File: src/rtl/spi_xfer_pkg.sv
package spi_xfer_pkg;

  typedef struct packed {
    logic cpol;
    logic cpha;
    logic lsb_first;
    logic wide;
    logic fault_en;
    logic ss_oe;
  } spi_mode_t;

  typedef enum logic [0:0] {
    ST_IDLE = 1'b0,
    ST_RUN  = 1'b1
  } spi_state_e;

endpackage

File: src/rtl/spi_cfg_reg.sv
module spi_cfg_reg
  import spi_xfer_pkg::*;
#(
  parameter int HALF_W = 8
) (
  input  logic              clk,
  input  logic              rst_n,
  input  logic              we,
  input  logic              idle,
  input  spi_mode_t         mode_in,
  input  logic [HALF_W-1:0] half_in,
  output spi_mode_t         mode_q,
  output logic [HALF_W-1:0] half_q
);

  localparam logic [HALF_W-1:0] HALF_MIN = HALF_W'(1);

  // writes land only between transfers; a busy-time write is dropped
  always_ff @(posedge clk or negedge rst_n) begin
    if (!rst_n) begin
      mode_q <= '0;
      half_q <= HALF_MIN;
    end else if (we && idle) begin
      mode_q <= mode_in;
      half_q <= (half_in == '0) ? HALF_MIN : half_in;
    end
  end

endmodule

File: src/rtl/spi_edge_timer.sv
module spi_edge_timer #(
  parameter int HALF_W = 8
) (
  input  logic              clk,
  input  logic              rst_n,
  input  logic              start,
  input  logic              run,
  input  logic [HALF_W-1:0] half,
  output logic              tick
);

  logic [HALF_W-1:0] cnt_q;
  logic [HALF_W-1:0] reload;

  assign reload = half - HALF_W'(1);
  assign tick   = run && (cnt_q == '0);

  always_ff @(posedge clk or negedge rst_n) begin
    if (!rst_n) begin
      cnt_q <= '0;
    end else if (start) begin
      cnt_q <= reload;
    end else if (run) begin
      cnt_q <= (cnt_q == '0) ? reload : cnt_q - HALF_W'(1);
    end
  end

endmodule

File: src/rtl/spi_shift_unit.sv
module spi_shift_unit #(
  parameter int WORD_W   = 16,
  parameter int NARROW_W = 8
) (
  input  logic              clk,
  input  logic              rst_n,
  input  logic              load,
  input  logic [WORD_W-1:0] tx_word,
  input  logic              lsb_first,
  input  logic              wide,
  input  logic              shift_out,
  input  logic              sample,
  input  logic              miso,
  output logic              mosi,
  output logic [WORD_W-1:0] rx_word
);

  logic [WORD_W-1:0] tx_sr;
  logic [WORD_W-1:0] rx_sr;

  always_ff @(posedge clk or negedge rst_n) begin
    if (!rst_n) begin
      tx_sr <= '0;
    end else if (load) begin
      tx_sr <= tx_word;
    end else if (shift_out) begin
      tx_sr <= lsb_first ? (tx_sr >> 1) : (tx_sr << 1);
    end
  end

  always_ff @(posedge clk or negedge rst_n) begin
    if (!rst_n) begin
      rx_sr <= '0;
    end else if (load) begin
      rx_sr <= '0;
    end else if (sample) begin
      rx_sr <= lsb_first ? {miso, rx_sr[WORD_W-1:1]} : {rx_sr[WORD_W-2:0], miso};
    end
  end

  // narrow words sit at the top of the register when they enter from the top
  always_comb begin
    if (lsb_first) mosi = tx_sr[0];
    else if (wide) mosi = tx_sr[WORD_W-1];
    else           mosi = tx_sr[NARROW_W-1];

    if (wide)           rx_word = rx_sr;
    else if (lsb_first) rx_word = WORD_W'(rx_sr[WORD_W-1 -: NARROW_W]);
    else                rx_word = WORD_W'(rx_sr[NARROW_W-1:0]);
  end

endmodule

File: src/rtl/spi_word_master.sv
module spi_word_master
  import spi_xfer_pkg::*;
#(
  parameter int WORD_W   = 16,
  parameter int NARROW_W = 8,
  parameter int HALF_W   = 8
) (
  input  logic              clk,
  input  logic              rst_n,
  input  logic              cfg_we,
  input  logic              cfg_cpol,
  input  logic              cfg_cpha,
  input  logic              cfg_lsb_first,
  input  logic              cfg_wide,
  input  logic              cfg_fault_en,
  input  logic              cfg_ss_oe,
  input  logic [HALF_W-1:0] cfg_half,
  input  logic              tx_valid,
  output logic              tx_ready,
  input  logic [WORD_W-1:0] tx_data,
  output logic              rx_valid,
  output logic [WORD_W-1:0] rx_data,
  output logic              sck,
  output logic              mosi,
  input  logic              miso,
  output logic              ss_n
);

  localparam int EDGE_W = $clog2(2 * WORD_W + 2);
  localparam logic [EDGE_W-1:0] EDGES_WIDE   = EDGE_W'(2 * WORD_W);
  localparam logic [EDGE_W-1:0] EDGES_NARROW = EDGE_W'(2 * NARROW_W);

  spi_state_e        state_q;
  spi_mode_t         mode_in, mode_q;
  logic [HALF_W-1:0] half_q;
  logic [EDGE_W-1:0] edge_cnt_q, next_edge, last_edge, end_edge;
  logic              phase_q;
  logic              idle, accept, running, tick;
  logic              clk_edge, odd_edge, sample, shift_out, finish;
  logic [WORD_W-1:0] rx_word;

  assign mode_in = '{cpol: cfg_cpol, cpha: cfg_cpha, lsb_first: cfg_lsb_first,
                     wide: cfg_wide, fault_en: cfg_fault_en, ss_oe: cfg_ss_oe};

  assign idle     = (state_q == ST_IDLE);
  assign running  = (state_q == ST_RUN);
  assign accept   = idle && tx_valid;
  assign tx_ready = idle;

  spi_cfg_reg #(.HALF_W(HALF_W)) u_cfg (
    .clk(clk), .rst_n(rst_n), .we(cfg_we), .idle(idle),
    .mode_in(mode_in), .half_in(cfg_half), .mode_q(mode_q), .half_q(half_q)
  );

  spi_edge_timer #(.HALF_W(HALF_W)) u_timer (
    .clk(clk), .rst_n(rst_n), .start(accept), .run(running),
    .half(half_q), .tick(tick)
  );

  // edge bookkeeping: tick k is sck edge k; phase 1 adds one trailing tick
  assign next_edge = edge_cnt_q + EDGE_W'(1);
  assign last_edge = mode_q.wide ? EDGES_WIDE : EDGES_NARROW;
  assign end_edge  = last_edge + EDGE_W'(mode_q.cpha);
  assign clk_edge  = tick && (next_edge <= last_edge);
  assign odd_edge  = next_edge[0];
  assign sample    = clk_edge && (mode_q.cpha ? !odd_edge : odd_edge);
  assign shift_out = clk_edge && (mode_q.cpha ? (odd_edge && next_edge != EDGE_W'(1))
                                              : !odd_edge);
  assign finish    = tick && (next_edge == end_edge);

  spi_shift_unit #(.WORD_W(WORD_W), .NARROW_W(NARROW_W)) u_shift (
    .clk(clk), .rst_n(rst_n), .load(accept), .tx_word(tx_data),
    .lsb_first(mode_q.lsb_first), .wide(mode_q.wide),
    .shift_out(shift_out), .sample(sample), .miso(miso),
    .mosi(mosi), .rx_word(rx_word)
  );

  always_ff @(posedge clk or negedge rst_n) begin
    if (!rst_n) begin
      state_q    <= ST_IDLE;
      edge_cnt_q <= '0;
      phase_q    <= 1'b0;
      rx_valid   <= 1'b0;
      rx_data    <= '0;
    end else begin
      rx_valid <= 1'b0;
      if (accept) begin
        state_q    <= ST_RUN;
        edge_cnt_q <= '0;
        phase_q    <= 1'b0;
      end else if (running && tick) begin
        edge_cnt_q <= next_edge;
        if (clk_edge) phase_q <= !phase_q;
        if (finish) begin
          state_q  <= ST_IDLE;
          rx_valid <= 1'b1;
          rx_data  <= rx_word;
        end
      end
    end
  end

  // polarity acts as an inverter in series with the internal clock phase
  assign sck  = mode_q.cpol ^ phase_q;
  assign ss_n = !(running && mode_q.fault_en && mode_q.ss_oe);

endmodule

File: config.mk
export PLATFORM = sky130hd
export DESIGN_NAME = spi_word_master
export DESIGN_NICKNAME = d
export VERILOG_FILES = /design/src/rtl/spi_xfer_pkg.sv /design/src/rtl/spi_cfg_reg.sv /design/src/rtl/spi_edge_timer.sv /design/src/rtl/spi_shift_unit.sv /design/src/rtl/spi_word_master.sv
export SDC_FILE = /design/constraint.sdc
export NUM_CORES = 1
export LEC_CHECK = 0
export BUFFER_PORTS_ARGS = -buffer_cell sky130_fd_sc_hd__buf_2
export CORE_ASPECT_RATIO = 0.75
export CORE_MARGIN = 4
export CORE_UTILIZATION = 45
export CTS_BUF_LIST = sky130_fd_sc_hd__clkbuf_8
export CTS_CLUSTER_SIZE = 14
export DETAILED_ROUTE_END_ITERATION = 10
export SLEW_MARGIN = 20
export SYNTH_ARGS = -nofsm -noshare
export SYNTH_HDL_FRONTEND = slang
export SYNTH_SLANG_ARGS = --single-unit
export TNS_END_PERCENT = 50
File: constraint.sdc
create_clock -name clk -period 5.05 [get_ports clk]
set_input_delay 1.01 -clock clk [delete_from_list [all_inputs] [get_ports clk]]
set_output_delay 1.01 -clock clk [all_outputs]
set_load 0.01 [all_outputs]
==> run_results.csv <==
group,metric,value,unit
outcome,status,"finished clean",
global_routing,grt_pass1_wl,16800,um
critical_path,regToRegSetupSlack,1.28,ns
yosys,synth-simple-area-share,0.159,
layout,fill_cells,934,
yosys,synth_top_area_cell,"dfrtp_1",
yosys,yosysMostFrequentCell,"dfrtp_1",
worst_hold_path,min_path_type,"register to register",
yosys,synth.distinct_cells,57,
sta,setup_violations,0,
critical_path,r2r_end,"u_shift.tx_sr[0]",
clock_tree,cts_resized,0,
sta,max-slew-margin-rel,0.276,
yosys,synth-edff-count,0,
critical_path,worst_path_max_delay_cell,"and3_1",
yosys,synthMuxAreaShare,0.116,
global_routing,gr-total-overflow,0,
yosys,synthTopCellsByCount,"dfrtp_1, nor2_1, mux2i_1",
yosys,yosys-top-cells-area,"dfrtp_1, mux2i_1, nor2_1",
placed_design,dpl.cell_count,594,
sta,timing.setup.tns,0,ns
sta,timing.final.crit_share,0.747,
drt,post_drt_wl_per_cell,16.7,um
clock_tree,htreeDepth,3,
worst_hold_path,whs_path_depth,2,
clock_tree,clk_pin_slew,0.09,ns
power_and_ir_drop,power.density,483,nW/um2
global_routing,grt_pass1_vias,3274,
sta,grt_setup_unrepaired,"false",
yosys,ys_async_sr_fraction,1.00,
job,max-cap-violations,0,
critical_path,timing.rr.start,"edge_cnt_q[0]",
critical_path,rr_worst_depth,9,
placed_design,dp_hpwl,6880,um
critical_path,critPathArrivalTime,3.98,ns
critical_path,critPathRequiredTime,5.25,ns
yosys,ys_warn_count,0,
critical_path,max_stage_delay,0.79,ns
layout,drive_gt1_frac,0.241,
yosys,synth_fa_ha_area_frac,0.0226,
yosys,syn_area_per_cell,10.2,um2
sta,worst_slew_pin_slew,1.08,ns
placed_design,io_buffers,55,
die,core,9620,um2
drt,drtPass1Iterations,4,
die,fp-row-count,31,
yosys,synth_area,4440,um2
sta,skew,0.0122,ns
drt,drt_iter0_markers,214,
critical_path,crit_path_end_kind,"register",
yosys,ys.flop_type,"dfrtp_1",
power_and_ir_drop,ir_drop,0.000301,V
sta,hold_violations,0,
die,initial_core_util,0.461,
yosys,synth-compound-area-share,0.186,
worst_hold_path,hold_start,"rx_data[11]",
clock_tree,clock_sinks,79,
clock_tree,postCtsSetupRepairBufs,0,
layout,diodes,0,
clock_tree,clk_latency,0.35,ns
die,die_x,123,um
drt,wirelength,10200,um
drt,num_vias,3378,
placed_design,finalWeightedCongestion,0.846,
clock_tree,tritoncts,"built",
critical_path,crit_chain,"ha_1 -> nand3_1 -> xor2_1 -> ha_1 -> and4_1 -> nand4_1 -> a21oi_4 -> and3_1 -> o211ai_1",
drt,drtAntennaViolNets,0,
die,die_h,94.0,um
drt,drc,0,
yosys,yosysSeqAreaShare,0.446,
yosys,ys_ff_latch,79,
layout,post_layout_nonfiller_instances,609,
worst_hold_path,worst_hold_path.endpoint,"rx_data[11]",
global_routing,antenna_found_initial,0,
yosys,syn-num-nets,476,
clock_tree,cts.hold.buffers_added,0,
yosys,synth-xor-area-share,0.0260,
yosys,synthCells,433,
layout,area_delta_synth_final,12.2,%
layout,ff_latch_area,1980,um2
yosys,synth_top_area_frac,0.440,
sta,slew_viol_final,0,
critical_path,cpMostUsedCell,"ha_1",
layout,nNetsFinal,516,
sta,final.min_clock_period,3.77,ns
critical_path,worstSetupPathType,"register to register",
drt,routed_via_density,5.55,
yosys,synth_top_family_by_area,"compound AO/OA/AOI/OAI gates",
clock_tree,numCtsBuffers,9,
die,ioPinCount,56,
die,die_area,11500,um2
global_routing,grt_max_degree,80,
clock_tree,root_buffer,"clkbuf_8",
critical_path,cp_max_fo,18,
critical_path,crit_path_start_kind,"register",
layout,multiInputGateArea,2260,um2
sta,max_freq,265,MHz
global_routing,grt_usage,0.185,
clock_tree,cts_max_path_buffers,2,
power_and_ir_drop,power_leakage,2.25,nW
report_power, final:
part	total (mW)	internal, mW	switching (mW)
Sequential	1.11	0.836	0.279
Clock	0.522	0.290	0.232
Combinational	0.768	0.362	0.406
logic make-up (layout without fill, tap and decap cells):
kind of cell | count (synthesis) | after routing
buffers and inverters | 41 | 85
muxes | 50 | 50
AOI/OAI and AO/OA | 101 | 101
adders and majority gates | 8 | 8
and+or+nand+nor | 143 | 143
DFF | 79 | 79
xor gates and xnor gates | 11 | 11
registers in the layout, summed over array words and instances, names as in the netlist, 6 cells and up:
| signal | count |
|---|---|
| rx_data | 16 |
| edge_cnt_q | 6 |
| u_cfg.half_q | 8 |
| u_shift.tx_sr | 16 |
| u_timer.cnt_q | 8 |
| u_cfg.mode_q | 6 |
| u_shift.rx_sr | 16 |
worst max path at each step:
stage / start / end / slack (ns) / depth (start not counted)
4_1_cts: edge_cnt_q[0] / u_shift.tx_sr[0] / 1.33 / 9
3_3_place_gp: edge_cnt_q[0] / u_shift.tx_sr[0] / 1.46 / 9
3_5_place_dp: edge_cnt_q[0] / u_shift.tx_sr[0] / 1.35 / 9
6_report: edge_cnt_q[0] / u_shift.tx_sr[0] / 1.28 / 9
5_1_grt: edge_cnt_q[0] / u_shift.tx_sr[2] / 1.09 / 9
2_1_floorplan: edge_cnt_q[0] / u_shift.tx_sr[0] / 2.23 / 12
metrics by stage:
| step | worst slack, ns | util | power, mW | cell area [um2] | hold slack [ns] |
|---|---|---|---|---|---|
| 5_1_grt | 1.09 | 0.517 | 2.58 | 4980 | 0.498 |
| 3_5_place_dp | 1.35 | 0.494 | 1.88 | 4750 | 0.455 |
| 4_1_cts | 1.33 | 0.517 | 2.41 | 4970 | 0.474 |
| 6_report | 1.28 | 0.517 | 2.40 | 4980 | 0.469 |
| 2_1_floorplan | 2.23 | - | 1.66 | 4440 | 0.481 |
| 3_3_place_gp | 1.46 | 0.494 | 1.85 | 4750 | 0.447 |
routing by layer:
layer / vias to the layer above / GRT usage / wire (um)
li1: 1659 / - / -
met1: 1636 / 0.280 / 5280
met2: 70 / 0.266 / 4320
met3: 13 / 0.0452 / 457
met4: 0 / 0.0457 / 128
met5: - / 0 / 0
critical path, delay by kind of cell, from the launching register on:
kind                       cells  cell delay, ns
AOI/OAI and AO/OA              2            0.69
DFF                            1            0.55
xor gates and xnor gates       1            0.21
and+or+nand+nor                4            1.39
adders and majority gates      2            0.79
area by class of cell:
type	count	share of cell area
Clock buffer	10	0.0277
Multi-Input combinational cell	313	0.455
Inverter	12	0.00905
Sequential cell	79	0.398
Clock inverter	5	0.0166
Timing Repair Buffer	58	0.0611
Tap cell	132	0.0332
cell usage in the layout, fill, tap and decap left out, types with 2 or more instances in the layout:
master,instances
o211ai_1,3
nand3_1,16
nor4_1,2
a211oi_4,2
or4_1,2
a221o_1,2
bufinv_16,2
o31ai_1,2
mux2i_1,39
nor3_1,3
a211oi_1,19
a21oi_1,12
buf_4,3
and4_1,2
and3_1,4
buf_2,54
inv_1,12
xnor2_1,4
a211oi_2,12
clkbuf_8,10
mux2_2,11
nor2_1,53
nand2_1,37
ha_1,8
a31oi_1,2
dfrtp_1,77
nand4_1,4
clkinv_4,2
a311oi_1,14
a21oi_2,3
nand2b_1,3
o21ai_0,20
or3_1,3
nor2b_1,3
xor2_1,6
Power figures use the tool's default switching activity.
